**config.mk**
```make
export PLATFORM = sky130hd
export DESIGN_NAME = mesif_line_ctrl
export DESIGN_NICKNAME = d
export VERILOG_FILES = /design/src/rtl/mesif_pkg.sv /design/src/rtl/mesif_arbiter.sv /design/src/rtl/mesif_line_array.sv /design/src/rtl/mesif_decide.sv /design/src/rtl/mesif_line_ctrl.sv
export SDC_FILE = /design/constraint.sdc
export NUM_CORES = 1
export LEC_CHECK = 0
export BUFFER_PORTS_ARGS = -buffer_cell sky130_fd_sc_hd__buf_2
export CAP_MARGIN = 40
export CORE_UTILIZATION = 45
export CTS_CLUSTER_SIZE = 14
export DETAILED_ROUTE_END_ITERATION = 6
export GPL_ROUTABILITY_DRIVEN = 0
export PLACE_DENSITY = 0.64
export SETUP_SLACK_MARGIN = 0.4
export SLEW_MARGIN = 0
export SYNTH_ARGS = -nofsm -noshare
export SYNTH_HDL_FRONTEND = slang
export SYNTH_SLANG_ARGS = --single-unit
```
**constraint.sdc**
```tcl
create_clock -name clk -period 4.1 [get_ports clk]
set_clock_uncertainty 0.2 [all_clocks]
set_input_delay 0.82 -clock clk [delete_from_list [all_inputs] [get_ports clk]]
set_output_delay 0.82 -clock clk [all_outputs]
set_load 0.005 [all_outputs]
```
**src/rtl/mesif_pkg.sv**
```systemverilog
package mesif_pkg;

  typedef enum logic [2:0] {
    ST_I = 3'd0,
    ST_S = 3'd1,
    ST_E = 3'd2,
    ST_F = 3'd3,
    ST_M = 3'd4
  } mstate_t;

  typedef struct packed {
    mstate_t nxt;
    logic    hit;
    logic    supply;
    logic    inv;
    logic    wb;
    logic    wr_en;
  } verdict_t;

  function automatic logic holds(mstate_t s);
    return s != ST_I;
  endfunction

  // Core side: op 0 read, 1 write, 2/3 flush
  function automatic verdict_t core_event(logic [1:0] op, mstate_t cur,
                                          logic tag_eq, logic peer_has);
    verdict_t v;
    logic     hit;
    logic     dirty_victim;
    hit          = tag_eq && holds(cur);
    dirty_victim = !tag_eq && (cur == ST_M);
    v        = '0;
    v.hit    = hit;
    if (op[1]) begin
      v.nxt   = ST_I;
      v.wr_en = hit;
      v.wb    = hit && (cur == ST_M);
    end else if (op[0]) begin
      v.nxt   = ST_M;
      v.wr_en = 1'b1;
      v.inv   = !(hit && (cur == ST_E || cur == ST_M));
      v.wb    = dirty_victim;
    end else if (hit) begin
      v.nxt   = cur;
      v.wr_en = 1'b0;
    end else begin
      v.nxt   = peer_has ? ST_F : ST_E;
      v.wr_en = 1'b1;
      v.wb    = dirty_victim;
    end
    return v;
  endfunction

  // Interconnect side: op 0 snoop read, 1 snoop write
  function automatic verdict_t snoop_event(logic op, mstate_t cur, logic tag_eq);
    verdict_t v;
    logic     hit;
    hit   = tag_eq && holds(cur);
    v     = '0;
    v.hit = hit;
    v.nxt = ST_I;
    if (hit) begin
      if (op) begin
        v.nxt   = ST_I;
        v.wr_en = 1'b1;
        v.wb    = (cur == ST_M);
      end else begin
        v.nxt    = ST_S;
        v.supply = (cur == ST_M) || (cur == ST_E) || (cur == ST_F);
        v.wb     = (cur == ST_M);
        v.wr_en  = (cur != ST_S);
      end
    end
    return v;
  endfunction

endpackage

```
**src/rtl/mesif_arbiter.sv**
```systemverilog
module mesif_arbiter (
  input  logic core_valid,
  input  logic snp_valid,
  output logic core_ready,
  output logic snp_ready,
  output logic core_go,
  output logic snp_go
);
  // Snoops are never back-pressured and take priority
  assign snp_ready  = 1'b1;
  assign core_ready = !snp_valid;
  assign snp_go     = snp_valid;
  assign core_go    = core_valid && !snp_valid;
endmodule

```
**src/rtl/mesif_line_array.sv**
```systemverilog
module mesif_line_array
  import mesif_pkg::*;
#(
  parameter int IDX_W = 3,
  parameter int TAG_W = 6
) (
  input  logic             clk,
  input  logic             rst_n,
  input  logic [IDX_W-1:0] rd_idx,
  output mstate_t          rd_state,
  output logic [TAG_W-1:0] rd_tag,
  input  logic             wr_en,
  input  logic [IDX_W-1:0] wr_idx,
  input  mstate_t          wr_state,
  input  logic [TAG_W-1:0] wr_tag
);
  localparam int LINES = 1 << IDX_W;

  mstate_t          st_q  [LINES];
  logic [TAG_W-1:0] tag_q [LINES];

  for (genvar g = 0; g < LINES; g++) begin : g_line
    always_ff @(posedge clk or negedge rst_n) begin
      if (!rst_n) begin
        st_q[g]  <= ST_I;
        tag_q[g] <= '0;
      end else if (wr_en && (wr_idx == IDX_W'(g))) begin
        st_q[g]  <= wr_state;
        tag_q[g] <= wr_tag;
      end
    end
  end

  assign rd_state = st_q[rd_idx];
  assign rd_tag   = tag_q[rd_idx];
endmodule

```
**src/rtl/mesif_decide.sv**
```systemverilog
module mesif_decide
  import mesif_pkg::*;
#(
  parameter int TAG_W = 6
) (
  input  logic             sel_snoop,
  input  logic [1:0]       core_op,
  input  logic             core_peer_has,
  input  logic             snp_op,
  input  mstate_t          cur_state,
  input  logic [TAG_W-1:0] cur_tag,
  input  logic [TAG_W-1:0] req_tag,
  output verdict_t         verdict
);
  logic tag_eq;
  assign tag_eq = (cur_tag == req_tag);

  always_comb begin
    if (sel_snoop) verdict = snoop_event(snp_op, cur_state, tag_eq);
    else           verdict = core_event(core_op, cur_state, tag_eq, core_peer_has);
  end
endmodule

```
**src/rtl/mesif_line_ctrl.sv**
```systemverilog
module mesif_line_ctrl
  import mesif_pkg::*;
#(
  parameter int IDX_W  = 3,
  parameter int TAG_W  = 6,
  parameter int ADDR_W = IDX_W + TAG_W
) (
  input  logic              clk,
  input  logic              rst_n,
  input  logic              core_valid,
  output logic              core_ready,
  input  logic [1:0]        core_op,
  input  logic [ADDR_W-1:0] core_addr,
  input  logic              core_peer_has,
  input  logic              snp_valid,
  output logic              snp_ready,
  input  logic              snp_op,
  input  logic [ADDR_W-1:0] snp_addr,
  output logic              rsp_valid,
  output logic              rsp_from_snoop,
  output logic              rsp_hit,
  output logic [2:0]        rsp_state,
  output logic              rsp_supply,
  output logic              rsp_inv_req,
  output logic              rsp_wb
);
  // Named internal events, visible to the bound checker
  logic              ev_core_go;
  logic              ev_snp_go;
  logic              ev_any_go;
  logic              ev_wr_en;
  logic [ADDR_W-1:0] sel_addr;
  logic [IDX_W-1:0]  sel_idx;
  logic [TAG_W-1:0]  sel_tag;
  mstate_t           cur_state;
  logic [TAG_W-1:0]  cur_tag;
  verdict_t          verdict;

  mesif_arbiter u_arb (
    .core_valid (core_valid),
    .snp_valid  (snp_valid),
    .core_ready (core_ready),
    .snp_ready  (snp_ready),
    .core_go    (ev_core_go),
    .snp_go     (ev_snp_go)
  );

  assign ev_any_go = ev_core_go || ev_snp_go;
  assign sel_addr  = ev_snp_go ? snp_addr : core_addr;
  assign sel_idx   = sel_addr[IDX_W-1:0];
  assign sel_tag   = sel_addr[ADDR_W-1:IDX_W];

  mesif_line_array #(.IDX_W(IDX_W), .TAG_W(TAG_W)) u_array (
    .clk      (clk),
    .rst_n    (rst_n),
    .rd_idx   (sel_idx),
    .rd_state (cur_state),
    .rd_tag   (cur_tag),
    .wr_en    (ev_wr_en),
    .wr_idx   (sel_idx),
    .wr_state (verdict.nxt),
    .wr_tag   (sel_tag)
  );

  mesif_decide #(.TAG_W(TAG_W)) u_decide (
    .sel_snoop     (ev_snp_go),
    .core_op       (core_op),
    .core_peer_has (core_peer_has),
    .snp_op        (snp_op),
    .cur_state     (cur_state),
    .cur_tag       (cur_tag),
    .req_tag       (sel_tag),
    .verdict       (verdict)
  );

  assign ev_wr_en = ev_any_go && verdict.wr_en;

  always_ff @(posedge clk or negedge rst_n) begin
    if (!rst_n) begin
      rsp_valid      <= 1'b0;
      rsp_from_snoop <= 1'b0;
      rsp_hit        <= 1'b0;
      rsp_state      <= 3'd0;
      rsp_supply     <= 1'b0;
      rsp_inv_req    <= 1'b0;
      rsp_wb         <= 1'b0;
    end else begin
      rsp_valid      <= ev_any_go;
      rsp_from_snoop <= ev_snp_go;
      rsp_hit        <= ev_any_go && verdict.hit;
      rsp_state      <= ev_any_go ? verdict.nxt : ST_I;
      rsp_supply     <= ev_any_go && verdict.supply;
      rsp_inv_req    <= ev_any_go && verdict.inv;
      rsp_wb         <= ev_any_go && verdict.wb;
    end
  end
endmodule

```
==> results of run 1 <==
==> cells by family (layout without fill, tap and decap cells) <==
logic type,count (synthesis),count (layout)
DFF,81,81
muxes,113,113
xor gates and xnor gates,3,3
and+or+nand+nor,98,98
other,1,1
buffers and inverters,25,112
AOI/OAI and AO/OA,74,74
==> repair_timing <==
item / in CTS / in global routing
pin swaps: 1 / 0
setup endpoints to repair: 67 / 69
resized for setup: 0 / 9
setup buffers: 5 / 0
==> cell usage after synthesis (4+ instances only) <==
master	instances	area share, %
o21ai_1	4	0.40
buf_6	7	1.6
nor2_1	10	0.75
nor3_1	9	0.90
mux2i_4	10	4.5
and2_1	4	0.50
nand2_1	8	0.60
nand3_1	23	2.3
o22ai_1	6	0.75
inv_1	7	0.52
mux2_2	7	1.6
and3b_1	5	0.87
a32oi_1	4	0.70
mux2_4	69	21
dfrtp_1	81	40
nand3b_1	4	0.60
o21ai_0	21	2.1
nor3b_1	5	0.75
a21oi_1	6	0.60
buf_4	4	0.60
mux2i_1	21	4.2
a31oi_1	4	0.50
==> critical path: stages <==
cell and delay, ns:
buf_4 0.23, buf_4 0.22, mux2i_4 0.28, mux4_1 0.64, mux2i_4 0.26, o21ai_2 0.11
and2_4 0.20, buf_4 0.14, mux2i_4 0.23, buf_12 0.18, mux2_4 0.30
==> power groups by stage <==
stage                     clock (mW)  combinational, mW  sequential [mW]
final                          0.688              0.605             1.09
after global routing           0.737              0.654             1.11
after CTS                      0.697              0.603             1.09
after detailed placement           0              0.599             1.10
after global placement             0              0.577             1.10
after floorplan                    0              0.463             1.05
==> cell type report <==
type | instances | area [µm²] | area share (%)
repair buffers | 88 | 718 | 11.9
multi-input cells | 289 | 2840 | 47.2
clock buffers | 10 | 138 | 2.29
well taps | 140 | 175 | 2.91
inverters | 8 | 30.0 | 0.499
flip-flops and latches | 81 | 2030 | 33.7
clock inverters | 6 | 90.1 | 1.50
==> registers in the layout (all words and copies together) (netlist names) <==
signal	count
rsp_inv_req	1
rsp_hit	1
rsp_from_snoop	1
rsp_wb	1
u_array.tag_q	48
u_array.st_q	24
rsp_state	3
rsp_supply	1
rsp_valid	1
==> final timing paths <==
check,from,end,slack (ns),cells past startpoint
hold / removal,rst_n,rsp_state[2],0.19,1
hold reg to reg,u_array.st_q[6],u_array.st_q[6],0.32,1
min in group clk,u_array.st_q[6],u_array.st_q[6],0.32,1
max in group asynchronous,rst_n,u_array.tag_q[31],2.90,2
setup reg to reg,u_array.tag_q[42],u_array.tag_q[9],0.95,11
setup / recovery,snp_valid,u_array.tag_q[31],0.51,11
==> layer usage <==
| layer | vias to the layer above | wire, µm |
|---|---|---|
| met2 | 122 | 5770 |
| li1 | 1658 | - |
| met4 | 0 | 414 |
| met1 | 1789 | 6160 |
| met3 | 27 | 663 |
| met5 | - | 0 |
==> through the flow <==
| step | cells | setup WS (ns) |
|---|---|---|
| after floorplan | 395 | 0.370 |
| after global placement | 600 | -0.0686 |
| after detailed placement | 601 | -0.0560 |
| after CTS | 622 | 0.410 |
| after global routing | 622 | 0.400 |
| final | 622 | 0.515 |
==> impl_metrics.csv, run 1 <==
group,metric,value,unit
pwr,internal_power,1.69,mW
layout,syn2layout_area_growth,19.7,%
pwr,power,2.39,mW
logic_synthesis,synth_compound_area_share,10.3,%
pwr,p_comb_share,25.4,%
global_route,use_met1,33.6,%
floorplan,start_util,46.4,%
floorplan,die_x,108,µm
timing,setup_violations,0,
global_route,grtUsageMet2,35.0,%
critical_path,critical_path_class,"in -> reg",
clocking,htree_levels,3,
logic_synthesis,syn_inst,395,
timing,holdWs,0.192,ns
layout,fill_cells,892,
clocking,postCtsHoldBufs,0,
layout,mostFrequentLayoutCell,"dfrtp_1",
clocking,cts_tree,"yes",
logic_synthesis,syn_nets,421,
clocking,clk_latency,0.37,ns
placed_design,dp_hpwl,9210,µm
layout,final_util,55.5,%
logic_synthesis,synthFlopType,"dfrtp_1",
clocking,clock_path_buffers,2,
global_route,grt_max_degree,48,
global_route,grt.total_usage,23.7,%
timing,max_slew_margin,61.4,%
hold_path,min_path_type,"in -> async",
pwr,p_sw,702,µW
layout,fin_nets,503,
pwr,pwr-share-seq,45.8,%
logic_synthesis,synth-adder-area-share,0,%
drt,wire_per_inst,20.9,µm
critical_path,end_kind,"flop",
critical_path,critical_path_arrival,3.64,ns
logic_synthesis,avgSynthCellArea,12.7,µm²
layout,final_area,6010,µm²
critical_path,worstPathRequired,4.15,ns
clocking,clock-sinks,81,
global_route,grt_pass1_vias,3664,
pwr,switching_share,29.4,%
layout,mostFrequentLayoutCells,"dfrtp_1 (81), mux2_4 (69), buf_4 (45)",
drt,drc,0,
drt,totalWireLength,13000,µm
logic_synthesis,synthSimpleGateAreaFrac,12.0,%
drt,viasPerCell,5.78,
logic_synthesis,synthesis.area,5030,µm²
clocking,cts_buffers,9,
floorplan,core,10800,µm²
status,status,"completed",
logic_synthesis,synth-edff-count,0,
floorplan,dieArea,11600,µm²
floorplan,rows,38,
logic_synthesis,synth_top_family_by_area,"multiplexers",
drt,vias,3596,
layout,drive_above_1_share,44.0,%
logic_synthesis,ys_types,63,
timing,fmax,0.279,GHz
global_route,grtUsageMet3,4.42,%
drt,antenna_left,0,
global_route,overflow,0,
drt,drtIter0Drc,277,
timing,hold_violations,0,
drt,first_pass_iters,5,
placed_design,place_area,5710,µm²
logic_synthesis,yosys_warnings,0,
timing,tightestPinTransition,0.574,ns
timing,min_period,3.59,ns
timing,rsz0062_at_grt,"false",
floorplan,io_pins,37,
timing,slew_violations,0,
global_route,grt_most_used_layer,"met2",
pwr,irDropWorstVdd,0.000241,V
global_route,antenna_found_initial,0,
floorplan,die_y,108,µm
logic_synthesis,synth_xor_area_share,0.523,%
logic_synthesis,synth_seq_cells,81,
critical_path,cp-start-kind,"input pin",
timing,fin_crit_sh,87.4,%
critical_path,crit_fanout,19,
global_route,grt_pass1_wl,20400,µm
placed_design,port_buffers,35,
clocking,clkTransAtPathRegs,0.09,ns
pwr,power_density,397,nW/µm²
logic_synthesis,synthMuxAreaShare,32.9,%
flow_run,drv_cap,0,
clocking,cts-root-buf,"clkbuf_8",
pwr,p_clk_share,28.8,%
logic_synthesis,ys_seq_area_share,40.3,%
layout,num_antenna_cells,0,
pwr,power_leakage,2.70,nW
timing,finalSetupTns,0,ns
logic_synthesis,synthArstFlopShare,100,%
(Power assumes the default switching activity.)
==> run 2: changes to the inputs <==
ABC_AREA = 1   (was default)
PLACE_DENSITY = 0.65   (was 0.64)
clock period = 4.49 ns   (was 4.1 ns; I/O delays follow)
==> run 2 against run 1 <==
Against the previous run: count of clock-buffer cells in the layout is 1 higher; synthesized cell count rose by 53%; global-route usage increased by 1.8 points; sequential share of layout area increased by 7.2 points; sequential power down 12%; flip-flop and latch count unchanged; utilization is 2.4 points lower; die area fell by 13%; synthesized area fell by 13%.
==> impl_metrics.csv, run 2 <==
group,metric,value,unit
critical_path,cp-start-kind,"input pin",
pwr,p_clk_share,31.6,%
logic_synthesis,synth_seq_cells,81,
clocking,cts_resized,0,
timing,slew_violations,0,
timing,fmax,0.265,GHz
logic_synthesis,syn_nets,630,
logic_synthesis,synth_commonest_cells,"nand2_1 (259), nand3_1 (95), dfrtp_1 (81)",
critical_path,path_cells,"buf_2 > nand2_2 > nand2_2 > buf_4 > nand2_1 > o21ai_0 > nand2_1 > nand2_1 > nand2_1 > nand3b_1 > nand2_1 > nor2_2 > nand3_2 > nand2_1 > nand2_2 > nor2_4 > buf_6 > nand2_4 > nand2_1 > nand2_1",
drt,viasPerCell,5.27,
layout,largest_reg_flops,48,
floorplan,die_y,101,µm
critical_path,reg2reg_from,"u_array.tag_q[41]",
drt,antenna_left,0,
clocking,htree_levels,3,
timing,fin_crit_sh,84.1,%
pwr,internal_power,1.41,mW
timing,tightestPinTransition,0.811,ns
flow_run,drv_cap,0,
critical_path,cpMostUsedCell,"nand2_1",
drt,drc,0,
hold_path,min_path_type,"in -> async",
logic_synthesis,synthFlopType,"dfrtp_1",
logic_synthesis,synth_compound_area_share,4.64,%
layout,num_antenna_cells,0,
placed_design,port_buffers,35,
critical_path,cp_slowest_cell,"buf_2",
floorplan,io_pins,37,
status,status,"completed",
drt,totalWireLength,11900,µm
global_route,grt.total_usage,25.5,%
layout,fin_nets,667,
logic_synthesis,synth.largest_area_cell,"dfrtp_1",
logic_synthesis,ys_types,29,
pwr,irDropWorstVdd,0.000167,V
timing,setup_violations,0,
timing,finalSetupTns,0,ns
critical_path,critical_path_class,"in -> reg",
global_route,grt_max_degree,50,
drt,drtIter0Drc,308,
layout,mostFrequentLayoutCells,"nand2_1 (259), nand3_1 (95), dfrtp_1 (81)",
logic_synthesis,synthTopCellsByArea,"dfrtp_1 (46%), nand2_1 (22%), nand3_1 (11%), inv_1 (4.4%), nor2_1 (2.8%)",
floorplan,rows,35,
pwr,pwr-share-seq,46.8,%
clocking,clock-sinks,81,
layout,drive_above_1_share,13.0,%
logic_synthesis,ys_seq_area_share,46.4,%
placed_design,dp_cells,759,
critical_path,critical_path_arrival,3.82,ns
global_route,grt_pass1_vias,3854,
drt,first_pass_iters,7,
global_route,antenna_found_initial,0,
clocking,cts_buffers,9,
floorplan,die_x,101,µm
logic_synthesis,synthDominantCellAreaShare,46.4,%
critical_path,worstPathRequired,4.53,ns
pwr,power_density,416,nW/µm²
clocking,cts_tree,"yes",
clocking,cts-root-buf,"clkbuf_8",
pwr,switching_share,31.5,%
layout,syn2layout_area_growth,13.2,%
logic_synthesis,synthMuxAreaShare,0,%
layout,fin_cells,775,
logic_synthesis,avgSynthCellArea,7.24,µm²
clocking,postCtsHoldBufs,0,
logic_synthesis,synthesis.area,4370,µm²
logic_synthesis,synth_xor_area_share,0,%
clocking,clk_latency,0.36,ns
global_route,overflow,0,
timing,rsz0062_at_grt,"false",
logic_synthesis,synthArstFlopShare,100,%
drt,vias,4085,
timing,max_slew_margin,45.8,%
critical_path,r2r_setup_slack,1.89,ns
critical_path,worstReg2RegEnd,"u_array.tag_q[17]",
logic_synthesis,syn_inst,604,
pwr,p_comb_share,21.6,%
layout,fill_cells,914,
layout,top_regs,"u_array.tag_q x48, u_array.st_q x24, rsp_state x3",
critical_path,reg2reg_depth,17,
logic_synthesis,synth-adder-area-share,0,%
floorplan,dieArea,10100,µm²
clocking,clkTransAtPathRegs,0.09,ns
timing,hold_violations,0,
critical_path,crit_fanout,35,
critical_path,max_stage_delay,0.34,ns
clocking,cts_setup_buffers,0,
timing,min_period,3.78,ns
drt,wire_per_inst,15.4,µm
layout,mostFrequentLayoutCell,"nand2_1",
logic_synthesis,synthSimpleGateAreaFrac,41.7,%
logic_synthesis,synth-edff-count,0,
logic_synthesis,yosysMostFrequentCell,"nand2_1",
placed_design,dp_hpwl,8500,µm
layout,regMostFlops,"u_array.tag_q",
floorplan,start_util,46.9,%
logic_synthesis,yosys_warnings,0,
clocking,clock_path_buffers,2,
floorplan,core,9330,µm²
pwr,p_sw,648,µW
critical_path,end_kind,"flop",
global_route,grt_pass1_wl,19700,µm
pwr,power_leakage,2.84,nW
logic_synthesis,synth_top_family_by_area,"simple AND/OR/NAND/NOR gates",
## run 2: worst max-delay path by stage
stage,cells after the start,end,slack [ns],from
6_report,20,u_array.tag_q[17],0.71,snp_valid
2_1_floorplan,21,u_array.st_q[0],1.37,snp_valid
3_5_place_dp,20,u_array.st_q[3],0.32,snp_valid
3_3_place_gp,20,u_array.st_q[8],0.41,snp_valid
4_1_cts,20,u_array.tag_q[17],0.70,snp_valid
5_1_grt,20,u_array.tag_q[10],0.42,snp_valid
## run 2: critical path, delay by kind of cell
| family | cells | cell delay [ns] |
|---|---|---|
| AND/OR/NAND/NOR | 16 | 1.93 |
| AO/OA/AOI/OAI | 1 | 0.08 |
| buffers and inverters | 3 | 0.89 |
## run 2: logic make-up after synthesis
logic type	count (synthesis)
and+or+nand+nor	416
DFF	81
buffers and inverters	72
AOI/OAI and AO/OA	34
other	1
## run 2: layer usage
| metal | track usage (%) | part of all wire (%) | routed length, µm |
|---|---|---|---|
| met1 | 35.3 | 45 | 5380 |
| met2 | 39.7 | 46 | 5520 |
| met4 | 11.9 | 3.8 | 452 |
| met3 | 3.54 | 4.8 | 578 |
| met5 | 0 | 0 | 0 |
## run 2: final cells by class
| class | count | area [µm²] | share of cell area (%) |
|---|---|---|---|
| timing repair buffer | 45 | 289 | 5.84 |
| sequential | 81 | 2030 | 40.9 |
| clock inverter | 5 | 103 | 2.07 |
| multi-input combinational | 451 | 2030 | 41.0 |
| inverter | 53 | 201 | 4.07 |
| tap | 129 | 161 | 3.26 |
| clock buffer | 11 | 141 | 2.86 |
## run 2: per-stage QoR
stage | power (mW) | utilization [%] | instance area (µm²) | setup WS (ns) | hold slack [ns]
CTS | 2.06 | 53.0 | 4950 | 0.695 | 0.273
detailed placement | 1.42 | 50.4 | 4700 | 0.322 | 0.254
global route | 2.19 | 53.1 | 4950 | 0.423 | 0.295
floorplan | 1.27 | - | 4370 | 1.37 | 0.233
finish | 2.06 | 53.1 | 4950 | 0.713 | 0.273
global placement | 1.40 | 50.1 | 4680 | 0.409 | 0.250
## run 2: power groups by stage
stage	registers, mW	clock network [mW]	logic [mW]
6_report	0.964	0.650	0.445
3_3_place_gp	0.974	0	0.428
5_1_grt	0.978	0.691	0.518
3_5_place_dp	0.975	0	0.443
2_1_floorplan	0.943	0	0.323
4_1_cts	0.961	0.658	0.444
==> run 3: changes to the inputs <==
clock period = 3.8 ns   (was 4.49 ns; I/O delays follow)
==> run 3 against run 2 <==
Against the previous run: non-clock buffer count grew 15; sequential power grew 18%; utilization grew 1.6 points; power grew 15%; routed wire length shrank 0.82%.
==> impl_metrics.csv, run 3 (synthesis results as in run 2) <==
group,metric,value,unit
status,status,"completed",
critical_path,worstPathRequired,3.89,ns
timing,slew_violations,0,
layout,fin_nets,682,
pwr,irDropWorstVdd,0.000283,V
clocking,clock_path_buffers,2,
timing,hold_violations,0,
drt,drc,0,
clocking,cts-root-buf,"clkbuf_8",
placed_design,port_buffers,35,
clocking,clk_latency,0.36,ns
critical_path,worstReg2RegEnd,"u_array.tag_q[5]",
timing,setup_violations,0,
drt,vias,4112,
placed_design,dp_cells,767,
critical_path,max_stage_delay,0.58,ns
critical_path,startpoint,"snp_valid",
critical_path,critical_path_arrival,3.31,ns
critical_path,cpMostUsedCell,"nand2_1",
clocking,htree_levels,3,
floorplan,dieArea,10100,µm²
layout,fin_cells,789,
floorplan,io_pins,37,
global_route,overflow,0,
drt,wire_per_inst,15.0,µm
drt,first_pass_iters,5,
global_route,grt_max_degree,53,
timing,fin_crit_sh,84.7,%
timing,fin_ws,0.580,ns
placed_design,dp_hpwl,8370,µm
floorplan,start_util,46.9,%
floorplan,rows,35,
flow_run,drv_cap,0,
critical_path,cp_slowest_cell,"o21ai_1",
drt,antenna_left,0,
layout,mostFrequentLayoutCells,"nand2_1 (258), nand3_1 (95), dfrtp_1 (81)",
clocking,cts_buffers,9,
drt,drtIter0Drc,340,
hold_path,min_path_type,"in -> async",
floorplan,core,9330,µm²
drt,totalWireLength,11800,µm
critical_path,reg2reg_depth,15,
layout,mostFrequentLayoutCell,"nand2_1",
timing,fmax,0.311,GHz
placed_design,pre_cts_ws,0.107,ns
floorplan,die_x,101,µm
critical_path,critical_path_class,"in -> reg",
layout,regMostFlops,"u_array.tag_q",
floorplan,die_y,101,µm
global_route,grt_pass1_wl,19200,µm
timing,max_slew_margin,45.1,%
layout,syn2layout_area_growth,16.6,%
critical_path,cp-start-kind,"input pin",
pwr,power_leakage,2.92,nW
global_route,grt_pass1_vias,3837,
global_route,grt.total_usage,24.8,%
pwr,power_density,464,nW/µm²
critical_path,path_cells,"clkbuf_4 > buf_4 > o21ai_1 > inv_1 > nand2_1 > nand2_1 > inv_1 > nand2_1 > nor2_4 > nand3_2 > nand2_1 > nand2_2 > nor2_4 > buf_4 > clkbuf_16 > nand3_1 > nand2_1",
critical_path,r2r_setup_slack,1.28,ns
drt,viasPerCell,5.21,
critical_path,crit_end,"u_array.tag_q[5]",
clocking,clock-sinks,81,
timing,rsz0062_at_grt,"false",
timing,min_period,3.22,ns
timing,finalSetupTns,0,ns
layout,final_util,54.7,%
clocking,cts_tree,"yes",
clocking,clkTransAtPathRegs,0.08,ns
layout,top_regs,"u_array.tag_q x48, u_array.st_q x24, rsp_state x3",
layout,drive_above_1_share,15.0,%
layout,num_antenna_cells,0,
global_route,antenna_found_initial,0,
layout,largest_reg_flops,48,
critical_path,reg2reg_from,"u_array.tag_q[32]",
critical_path,crit_fanout,20,
timing,tightestPinTransition,0.820,ns
critical_path,end_kind,"flop",
[run 3: cell count changes in the layout (fill, tap and decap cells not counted), moves of 2 or more]
cell and change:
clkbuf_16 +2, buf_4 +12, nand2_4 +2, buf_12 +2
[run 3: critical path: cells and delay by family]
family                 cells  cell delay [ns]
AND/OR/NAND/NOR           10             1.09
AO/OA/AOI/OAI              1             0.58
buffers and inverters      6             0.88
[run 3: layout make-up]
cell class	count	area (µm²)
fillers	914	4230
well taps	129	161
inverters	53	201
clock buffers	10	128
flip-flops and latches	81	2030
clock inverters	5	81.3
repair buffers	60	460
multi-input cells	451	2040
[run 3: worst min-delay path by stage]
stage	startpoint	to	slack, ns	cells after the start
after floorplan	u_array.tag_q[9]	u_array.tag_q[9]	0.23	2
after global placement	u_array.tag_q[7]	u_array.tag_q[7]	0.25	2
after detailed placement	u_array.tag_q[9]	u_array.tag_q[9]	0.26	2
after CTS	rst_n	u_array.tag_q[37]	0.12	1
after global routing	rst_n	u_array.tag_q[37]	0.14	1
final	rst_n	u_array.tag_q[37]	0.12	1
[run 3: metrics by stage]
| step | hold slack (ns) | instance area [µm²] | power (mW) |
|---|---|---|---|
| global route | 0.139 | 5100 | 2.51 |
| detailed placement | 0.256 | 4790 | 1.68 |
| floorplan | 0.233 | 4370 | 1.50 |
| CTS | 0.124 | 5000 | 2.36 |
| global placement | 0.252 | 4760 | 1.66 |
| finish | 0.122 | 5100 | 2.37 |
[run 3: where the power goes]
part	leakage, nW	switching [mW]	total [mW]	internal, mW
sequential	1.07	0.104	1.14	1.03
combinational	1.75	0.350	0.552	0.202
clock	0.102	0.311	0.677	0.367
total	2.92	0.765	2.37	1.60
[run 3: metal layers]
layer	GRT usage (%)	vias up	part of all wire, %
li1	-	2009	-
met3	4.23	27	6.0
met1	35.0	1936	45
met5	0	-	0
met4	10.1	0	2.1
met2	37.8	140	47
[run 3: timing repair]
item | in CTS | in global routing
buffers inserted | 0 | 5
setup endpoints to repair | 0 | 72
resized for setup | 0 | 4
hold buffers | 0 | 0
